### config.mk
export PLATFORM = sky130hd
export DESIGN_NAME = sdram_mixmux
export DESIGN_NICKNAME = d
export VERILOG_FILES = /design/src/rtl/sdram_mixmux_pkg.sv /design/src/rtl/mm_field_split.sv /design/src/rtl/mm_phase_mux.sv /design/src/rtl/sdram_mixmux.sv
export SDC_FILE = /design/constraint.sdc
export NUM_CORES = 1
export LEC_CHECK = 0
export BUFFER_PORTS_ARGS = -buffer_cell sky130_fd_sc_hd__buf_2
export CORE_MARGIN = 10
export CORE_UTILIZATION = 41
export CTS_CLUSTER_DIAMETER = 60
export CTS_CLUSTER_SIZE = 28
export DETAILED_ROUTE_END_ITERATION = 8
export GPL_ROUTABILITY_DRIVEN = 0
export PLACE_DENSITY_LB_ADDON = 0.2
export SLEW_MARGIN = 20
export SYNTH_ARGS = -nofsm -noshare
export SYNTH_HDL_FRONTEND = slang
export SYNTH_SLANG_ARGS = --single-unit
export TNS_END_PERCENT = 100
### constraint.sdc
create_clock -name clk -period 0.9 [get_ports clk]
set_input_delay 0.135 -clock clk [delete_from_list [all_inputs] [get_ports clk]]
set_output_delay 0.135 -clock clk [all_outputs]
set_load 0.05 [all_outputs]
### src/rtl/sdram_mixmux_pkg.sv
`timescale 1ns/1ps
package sdram_mixmux_pkg;
  localparam int MM_COL_W  = 8;
  localparam int MM_BANK_W = 2;
  localparam int MM_ROW_W  = 12;
  localparam int MM_BUS_W  = 14;
  localparam int MM_AP_BIT = 10;

  typedef enum logic {PH_ROW = 1'b0, PH_COL = 1'b1} mm_phase_e;
endpackage

### src/rtl/mm_field_split.sv
`timescale 1ns/1ps
module mm_field_split #(
  parameter int COL_W  = 8,
  parameter int BANK_W = 2,
  parameter int ROW_W  = 12,
  localparam int HOST_W = COL_W + BANK_W + ROW_W
) (
  input  logic [HOST_W-1:0] host_addr,
  output logic [COL_W-1:0]  col,
  output logic [BANK_W-1:0] bank,
  output logic [ROW_W-1:0]  row
);
  // column lowest, bank next, row on top
  assign col  = host_addr[COL_W-1:0];
  assign bank = host_addr[COL_W+BANK_W-1:COL_W];
  assign row  = host_addr[HOST_W-1:COL_W+BANK_W];
endmodule

### src/rtl/mm_phase_mux.sv
`timescale 1ns/1ps
module mm_phase_mux #(
  parameter int COL_W  = 8,
  parameter int ROW_W  = 12,
  parameter int BUS_W  = 14,
  parameter int AP_BIT = 10
) (
  input  logic [ROW_W-1:0] row,
  input  logic [COL_W-1:0] col,
  input  logic             bank_hi,
  input  logic             phase_col,
  input  logic             mixed,
  input  logic             pre_req,
  output logic [BUS_W-1:0] bus_nxt,
  output logic             ap_forced,
  output logic             page_end_nxt
);
  function automatic logic [BUS_W-1:0] row_word(input logic [ROW_W-1:0] r);
    logic [BUS_W-1:0] w;
    w = '0;
    w[ROW_W-1:0] = r;
    return w;
  endfunction

  function automatic logic want_ap(input logic mx, input logic bhi, input logic pre);
    return (mx & bhi) | pre;
  endfunction

  function automatic logic [BUS_W-1:0] col_word(input logic [COL_W-1:0] c,
                                                input logic r_top,
                                                input logic bhi,
                                                input logic mx,
                                                input logic ap);
    logic [BUS_W-1:0] w;
    w = '0;
    w[COL_W-1:0] = c;
    if (mx) begin
      w[COL_W]   = r_top;
      w[COL_W+1] = bhi;
    end
    w[AP_BIT] = ap;
    return w;
  endfunction

  logic ap_bit;

  assign ap_forced    = mixed & bank_hi;
  assign ap_bit       = want_ap(mixed, bank_hi, pre_req);
  assign page_end_nxt = &col;
  assign bus_nxt      = phase_col ? col_word(col, row[ROW_W-1], bank_hi, mixed, ap_bit)
                                  : row_word(row);

  // the spare lines must stay clear of the precharge line
  always_comb begin
    if (phase_col && ap_forced) begin
      a_forced_ap_r7: assert (bus_nxt[AP_BIT] == 1'b1);
    end
  end
endmodule

### src/rtl/sdram_mixmux.sv
`timescale 1ns/1ps
module sdram_mixmux
  import sdram_mixmux_pkg::*;
#(
  parameter int COL_W  = MM_COL_W,
  parameter int BANK_W = MM_BANK_W,
  parameter int ROW_W  = MM_ROW_W,
  parameter int BUS_W  = MM_BUS_W,
  localparam int HOST_W = COL_W + BANK_W + ROW_W
) (
  input  logic              clk,
  input  logic              rst_n,
  input  logic              req_i,
  input  logic [HOST_W-1:0] host_addr_i,
  input  logic              wr_i,
  input  logic              phase_col_i,
  input  logic              mixed_i,
  input  logic              pre_req_i,
  output logic [BUS_W-1:0]  bus_addr_o,
  output logic [BANK_W-1:0] bank_o,
  output logic              page_end_o,
  output logic              wr_o
);
  logic [COL_W-1:0]  f_col;
  logic [BANK_W-1:0] f_bank;
  logic [ROW_W-1:0]  f_row;
  logic [BUS_W-1:0]  bus_nxt;
  logic              ap_forced;
  logic              page_end_nxt;
  mm_phase_e         phase;

  assign phase = mm_phase_e'(phase_col_i);

  mm_field_split #(.COL_W(COL_W), .BANK_W(BANK_W), .ROW_W(ROW_W)) u_split (
    .host_addr (host_addr_i),
    .col       (f_col),
    .bank      (f_bank),
    .row       (f_row)
  );

  mm_phase_mux #(.COL_W(COL_W), .ROW_W(ROW_W), .BUS_W(BUS_W), .AP_BIT(MM_AP_BIT)) u_mux (
    .row          (f_row),
    .col          (f_col),
    .bank_hi      (f_bank[BANK_W-1]),
    .phase_col    (phase == PH_COL),
    .mixed        (mixed_i),
    .pre_req      (pre_req_i),
    .bus_nxt      (bus_nxt),
    .ap_forced    (ap_forced),
    .page_end_nxt (page_end_nxt)
  );

  always_ff @(posedge clk) begin
    if (!rst_n) begin
      bus_addr_o <= '0;
      bank_o     <= '0;
      page_end_o <= 1'b0;
      wr_o       <= 1'b0;
    end else if (req_i) begin
      bus_addr_o <= bus_nxt;
      bank_o     <= f_bank;
      page_end_o <= page_end_nxt;
      wr_o       <= wr_i;
    end
  end

  p_hold_r10: assert property (@(posedge clk) disable iff (!rst_n)
    !req_i |=> $stable({bus_addr_o, bank_o, page_end_o, wr_o}));

  p_bank_r3: assert property (@(posedge clk) disable iff (!rst_n)
    req_i |=> bank_o == $past(host_addr_i[COL_W+BANK_W-1:COL_W]));

  p_top_zero_r2: assert property (@(posedge clk) disable iff (!rst_n)
    req_i |=> bus_addr_o[BUS_W-1:ROW_W] == '0);

  p_forced_ap_r7: assert property (@(posedge clk) disable iff (!rst_n)
    req_i && phase_col_i && ap_forced |=> bus_addr_o[MM_AP_BIT]);

  p_plain_spare_r6: assert property (@(posedge clk) disable iff (!rst_n)
    req_i && phase_col_i && !mixed_i |=> bus_addr_o[COL_W+1:COL_W] == 2'b00);

  p_page_end_r9: assert property (@(posedge clk) disable iff (!rst_n)
    req_i |=> page_end_o == (&$past(host_addr_i[COL_W-1:0])));
endmodule

==> flow_summary.toml, run 1 <==
[synth]
synthesis.area_sq_um = 777
syn_inst = 76
synthTopCellsByArea = "dfxtp_1 41%, mux2i_1 14%, o211a_1 10%"
ys_warn_count = 0
yosysTopAreaCell = "dfxtp_1"
yosysSeqAreaShare_pct = 41.2
synth-main-ff-cell = "dfxtp_1"
ys_async_sr_fraction_pct = 0
synth_most_common_cell = "dfxtp_1"
synth-seq-cells = 16
synth_edf_count = 0
synth.avg_cell_area_sq_um = 10.2
synth_cell_types = 22
synth_common_cells = "16 x dfxtp_1, 11 x mux2i_1, 9 x nand2_1"
post-synth-top-area-fraction_pct = 41.2

[clock_tree]
hold_buffers = 0
cts_root_buffer = "clkbuf_4"
path_clk_slew_ns = 0.09
cts_buffers = 3
clock_sinks = 16
cts_tree = "built"
clock_latency_ns = 0.28
h-tree-depth = 1
cts_max_path_buffers = 2

[worst_setup_path]
cp_slowest_cell = "dfxtp_2"
required_ns = 0.76
cp_cell_sequence = "buf_8"
r2r_start = "bank_o[0]"
cp_top_family = "flip-flops"
worstPathMaxFanout = 2
critPathMaxStageDelay_ns = 0.36
crit_start = "bus_addr_o[1]"
worstPathArrival_ns = 0.78
cp-end-kind = "output pin"
worstSetupStartpointType = "register"
crit_type = "reg -> out"
path_buf_inv = 1

[detailed_routing]
drc = 0
drtIter0Drc = 3
dr.pass1.iters = 4
ant_nets = 0
wl_um = 2120
routed_via_density = 4.84
vias = 702
wire_per_inst_um = 14.6

[global_route]
grt_pass1_vias = 735
grt_max_degree = 18
grt_pass1_wl_um = 3390
grt_use_total_pct = 10.4
grt_overflow_total = 0
antenna_found_initial = 0

[sta]
timing.fmax_ghz = 1.09
timing.final.setup_violations = 14
period_minus_slack_ns = 0.915
rsz0062_at_grt = "yes"
clock-skew-final_ns = 0
worst_slack_ns = -0.0152
finalCritPeriodShare_pct = 102
hold_viol = 0
maxSlewViolCount = 0

[die]
fp.dieW_um = 63.5
ios = 47
die_area_sq_um = 4040
core_sq_um = 1760
die_y_um = 63.5
rows = 15
start_util_pct = 44.0

[finish]
nets = 151
syn2layout_area_growth_pct = 53.9
ff_latch_area_sq_um = 340
instances_no_fill = 145
n_antenna_cell = 0
fill_cells = 171
multi_input_area_sq_um = 379
final_util_pct = 67.8
drive_above_1_share_pct = 57.5

[place]
dpl.hpwl_um = 1640
port_buffers = 44
dpl.cell_count = 141
place_ws_ns = -0.0253

[pwr]
p_per_area_nw_per_um2 = 1430
p_leak_nw = 0.614
vdd_ir_drop_max_mv = 1.11

[flow_run]
cap_viol_max_count = 0

[status]
status = "finished, violations left"
violations = "setup timing"

[min_path]
worstHoldPathType = "in -> reg"
hold_path_startpoint = "host_addr_i[18]"
path summary, 6_finish.rpt:
path	endpoint	slack (ns)	depth (start not counted)
max	bus_addr_o[1]	-0.02	1
min	bus_addr_o[8]	0.11	3
max reg2reg	bank_o[0]	0.15	3
min reg2reg	bus_addr_o[11]	0.50	2
registers in the layout, indices dropped and copies added, names as in the netlist:
name / flops
bus_addr_o: 12
page_end_o: 1
bank_o: 2
wr_o: 1
where the power goes:
| part | switching, mW | total (mW) | internal (mW) |
|---|---|---|---|
| combinational | 0.296 | 0.541 | 0.245 |
| sequential | 0.0385 | 0.802 | 0.763 |
| clock | 0.210 | 0.365 | 0.155 |
stage by stage:
stage	hold slack [ns]	setup TNS [ns]	area, sq um	total power [mW]
floorplan	0.263	0	788	1.13
global placement	0.398	-0.0374	993	1.24
detailed placement	0.408	-0.0811	993	1.25
CTS	0.104	-0.348	1200	1.73
global route	0.113	-0.786	1200	1.80
finish	0.112	-0.123	1200	1.71
layout by cell type (no fill, tap or decap), drive strengths merged:
cell type  netlist  final
nand3            2      2
o21a             1      1
buf              8     48
clkbuf           0      3
nand2            9      9
o31ai            1      1
a31oi            2      2
o211a            8      8
dfxtp           16     16
nand3b           2      2
o21ai            3      3
a21boi           1      1
a21oi            2      2
nand4            2      2
nand2b           3      3
nor2b            3      3
mux2i           11     11
and2b            1      1
conb             1      2
cells by family after synthesis:
| kind of cell | Yosys count | synth area share (%) |
|---|---|---|
| flip-flops | 16 | 41.2 |
| AND/OR/NAND/NOR | 22 | 15.6 |
| AO/OA/AOI/OAI | 18 | 18.0 |
| other | 1 | 0.483 |
| buffers and inverters | 8 | 10.5 |
| multiplexers | 11 | 14.2 |
layout make-up:
class	count	share of cell area [%]
multi-input cells	53	31.7
well taps	25	2.62
flip-flops and latches	16	28.5
clock buffers	3	1.88
repair buffers	48	35.4
repair_timing:
action | 4_1_cts | 5_1_grt
gates resized for setup | 58 | 0
endpoints found under the setup margin | 16 | 16
pin swaps | 0 | 0
endpoints found under the hold margin | 0 | 0
buffers inserted | 1 | 0
layer usage:
metal	track usage (%)	share of wire [%]	up-vias
li1	-	-	357
met1	9.11	35	313
met2	16.7	50	30
met3	8.48	15	2
met4	4.92	0.61	0
met5	0	0	-
(Power assumes the default switching activity.)
==> run 2: changes to the inputs <==
Settings changed: CORE_UTILIZATION 41 to 44, REMOVE_ABC_BUFFERS set to 1, SLEW_MARGIN 20 to 10.
Clock period 0.9 ns to 1.14 ns, I/O delays scaled along.
==> run 2 against run 1 <==
  * The run now ends clean
  * Clock skew stayed put
  * Critical path depth did not move
  * First-iteration DRC count grew to 3.0 times the previous value
  * Worst setup slack improved by 0.063 ns
  * Critical path type unchanged
  * Largest power group unchanged
  * Highest routed layer unchanged
==> flow_summary.toml, run 2 (same netlist as run 1, synthesis figures left out) <==
[clock_tree]
cts_buffers = 3
clock_sinks = 16
cts_root_buffer = "clkbuf_4"
cts_max_path_buffers = 2
hold_buffers = 0
h-tree-depth = 1
path_clk_slew_ns = 0.10
cts_tree = "built"
post_cts_buffers = 0
clock_latency_ns = 0.29

[worst_setup_path]
required_ns = 0.97
path_buf_inv = 1
cp_top_family = "flip-flops"
cp_cell_sequence = "buf_2"
worstPathMaxFanout = 2
critPathMaxStageDelay_ns = 0.35
cp-end-kind = "output pin"
worstPathArrival_ns = 0.92
worstSetupStartpointType = "register"
cp_slowest_cell = "dfxtp_1"
crit_type = "reg -> out"

[die]
die_area_sq_um = 3850
ios = 47
core_sq_um = 1710
die_y_um = 62.0
fp.dieW_um = 62.0
rows = 15
start_util_pct = 45.5

[detailed_routing]
wire_per_inst_um = 13.8
drc = 0
ant_nets = 0
drtIter0Drc = 9
routed_via_density = 4.84
wl_um = 1980
vias = 692
dr.pass1.iters = 4

[sta]
hold_viol = 0
timing.hold.ws_ns = 0.135
worst_slack_ns = 0.0478
fin_setup_tns_ns = 0
finalCritPeriodShare_pct = 95.8
period_minus_slack_ns = 1.09
rsz0062_at_grt = "no"
maxSlewViolCount = 0
timing.fmax_ghz = 0.916
clock-skew-final_ns = 0
timing.final.setup_violations = 0

[global_route]
grt_use_total_pct = 11.0
grt_pass1_wl_um = 3060
grt_max_degree = 19
antenna_found_initial = 0
grt_pass1_vias = 719
grt_overflow_total = 0

[place]
place_ws_ns = 0.162
dpl.hpwl_um = 1540
port_buffers = 44

[finish]
fill_cells = 164
largest_reg_flops = 12
reg_top3 = "bus_addr_o: 12 flops, bank_o: 2 flops"
nets = 148
n_antenna_cell = 0
layout_commonest_cell = "buf_2"
drive_above_1_share_pct = 43.2
layout_common_cells = "42 x buf_2, 16 x dfxtp_1, 11 x mux2i_1, 9 x nand2_1, 8 x o211a_1"
syn2layout_area_growth_pct = 30.3
largest_register = "bus_addr_o"

[pwr]
pwr-share-comb_pct = 26.0
p_clk_share_pct = 28.5
internal-power_uw = 908
p_per_area_nw_per_um2 = 1320
seqPwrFrac_pct = 45.5
p_leak_nw = 0.563
p_switching_uw = 432
switching_share_pct = 32.3
vdd_ir_drop_max_mv = 0.833

[min_path]
worstHoldPathType = "in -> reg"

[status]
status = "finished, final reports clean"

[flow_run]
cap_viol_max_count = 0
run 2: cell count changes in the layout (fill, tap and decap cells not counted), sizes merged:
cell	change
clkbuf	+3
buf	-5
run 2: power by group through the flow:
stage / registers, mW / logic (mW) / clock network [mW]
finish: 0.610 / 0.349 / 0.382
global route: 0.616 / 0.377 / 0.429
CTS: 0.611 / 0.352 / 0.396
detailed placement: 0.623 / 0.350 / 0
global placement: 0.622 / 0.346 / 0
floorplan: 0.749 / 0.0882 / 0
run 2: cell type report:
cell class / instances / area [sq um] / area share (%)
sequential: 16 / 320 / 31.6
tap: 25 / 31.3 / 3.09
multi-input combinational: 53 / 379 / 37.5
clock buffer: 4 / 36.3 / 3.58
timing repair buffer: 45 / 245 / 24.2
run 2: layer usage:
metal	up-vias	GRT usage, %	share of wire, %
li1	353	-	-
met1	298	10.6	42
met2	36	18.0	43
met3	5	6.10	13
met4	0	6.69	2.3
met5	-	0	0
run 2: worst paths after layout:
path	cells past startpoint	end	from	slack (ns)
worst max-delay path	1	page_end_o	page_end_o	0.05
worst min-delay path	3	bank_o[0]	host_addr_i[8]	0.14
worst max register to register	2	bus_addr_o[10]	bus_addr_o[10]	0.41
worst min register to register	1	bus_addr_o[4]	bus_addr_o[4]	0.48
run 2: what timing repair did:
item / CTS / global route
setup endpoints to repair: 0 / 2
hold endpoints to repair: 0 / 0
resized for setup: 0 / 2
run 2: stage by stage:
step | power (mW) | instances | instance area (sq um) | utilization, %
detailed placement | 0.973 | 139 | 971 | 56.8
finish | 1.34 | 143 | 1010 | 59.3
global route | 1.42 | 143 | 1010 | 59.3
CTS | 1.36 | 143 | 1010 | 59.0
global placement | 0.968 | 139 | 971 | 56.8
floorplan | 0.837 | 69 | 699 | -
==> run 3: changes to the inputs <==
Settings changed: CORE_MARGIN 10 to 8.
==> run 3 against run 2 <==
  * Cell count shrank 5.6%
  * Hold slack gained 0.014 ns
  * Combinational power is essentially flat
  * Final area shrank 1.5%
  * First-iteration DRC count shrank 11%
  * Count of clock-buffer cells in the layout is the same
  * Utilization shrank 0.23 points
  * Worst setup slack gained 0.029 ns
  * Critical path type unchanged
  * Largest cell class unchanged
==> flow_summary.toml, run 3 (same netlist as run 1, synthesis figures left out) <==
[clock_tree]
hold_buffers = 0
post_cts_buffers = 0
cts.repair.resized = 0
clock_sinks = 16
h-tree-depth = 1
cts_max_path_buffers = 2
cts_tree = "built"
clock_latency_ns = 0.28
cts_buffers = 3
path_clk_slew_ns = 0.10
cts_root_buffer = "clkbuf_4"

[worst_setup_path]
crit_type = "reg -> out"
required_ns = 0.97
worstSetupStartpointType = "register"
cp.depth = 1
worstPathArrival_ns = 0.89
reg2reg_depth = 2
worstPathMaxFanout = 2
critPathMaxStageDelay_ns = 0.35
cp_top_family = "flip-flops"
path_buf_inv = 1
cp_cell_sequence = "buf_2"
cp-end-kind = "output pin"
cp_slowest_cell = "dfxtp_1"

[detailed_routing]
route.met2.wl_um = 851
wl_met1_um = 820
vias = 707
drtIter0Drc = 8
wire_per_inst_um = 14.1
wl_um = 1910
route.met3.wl_um = 215
routed_via_density = 5.24
drc = 0
ant_nets = 0
dr.pass1.iters = 4
top_layer_used = "met4"

[global_route]
grt_use_total_pct = 11.6
antenna_found_initial = 0
grt_pass1_vias = 734
grt_pass1_wl_um = 3110
grt_max_degree = 19
grt_overflow_total = 0

[finish]
nets = 148
finish.instance_area_sq_um = 997
n_antenna_cell = 0
largest_register = "bus_addr_o"
syn2layout_area_growth_pct = 28.3
multi_input_area_sq_um = 379
drive_above_1_share_pct = 43.2
layout_common_cells = "44 x buf_2, 16 x dfxtp_1, 11 x mux2i_1, 9 x nand2_1, 8 x o211a_1"
ff_latch_area_sq_um = 320
reg_top3 = "bus_addr_o: 12 flops, bank_o: 2 flops"
largest_reg_flops = 12
layout_commonest_cell = "buf_2"
fill_cells = 167
final_util_pct = 59.0

[sta]
timing.fmax_ghz = 0.941
hold_viol = 0
fin_setup_tns_ns = 0
rsz0062_at_grt = "no"
finalCritPeriodShare_pct = 93.2
timing.final.setup_violations = 0
maxSlewViolCount = 0
timing.hold.ws_ns = 0.149
clock-skew-final_ns = 0
period_minus_slack_ns = 1.06

[die]
fp.dieW_um = 58.0
start_util_pct = 46.0
core_sq_um = 1690
rows = 15
die_area_sq_um = 3370
die_y_um = 58.0
ios = 47

[pwr]
p_leak_nw = 0.564
finalPower_mw = 1.33
p_per_area_nw_per_um2 = 1330
vdd_ir_drop_max_mv = 1.06

[place]
dpl_cell_area_sq_um = 961
port_buffers = 44

[status]
status = "finished, final reports clean"

[min_path]
holdPathStages = 3
worstHoldPathType = "in -> reg"

[flow_run]
cap_viol_max_count = 0
==> run 3: changes by cell type in the layout (fill, tap and decap cells not counted), sizes merged <==
cell and change:
clkbuf -2, buf +2
==> run 3: per-stage QoR <==
step / cells / worst slack (ns)
floorplan: 69 / 0.177
global placement: 131 / 0.173
detailed placement: 131 / 0.146
CTS: 135 / 0.0587
global route: 135 / 0.0364
finish: 135 / 0.0772
==> run 3: metal layers <==
metal	up-vias	track usage, %
met5	-	0
met3	2	5.52
met4	0	6.29
met1	320	11.6
li1	354	-
met2	31	19.6
==> run 3: final timing paths <==
path,start,end,slack [ns]
setup / recovery,bus_addr_o[5],bus_addr_o[5],0.08
hold / removal,host_addr_i[19],bus_addr_o[9],0.15
setup reg to reg,bus_addr_o[10],bus_addr_o[10],0.42
hold reg to reg,bus_addr_o[11],bus_addr_o[11],0.48
==> run 3: power breakdown <==
part / switching (mW) / leakage [nW] / internal, mW
sequential: 0.0154 / 0.132 / 0.595
clock: 0.177 / 0.0210 / 0.194
combinational: 0.230 / 0.410 / 0.117
total: 0.422 / 0.564 / 0.906
==> run 3: cell type report <==
cell class                      count  area share [%]
Multi-Input combinational cell     53            38.0
Clock buffer                        4            3.64
Tap cell                           17            2.13
Sequential cell                    16            32.1
Timing Repair Buffer               45            24.1
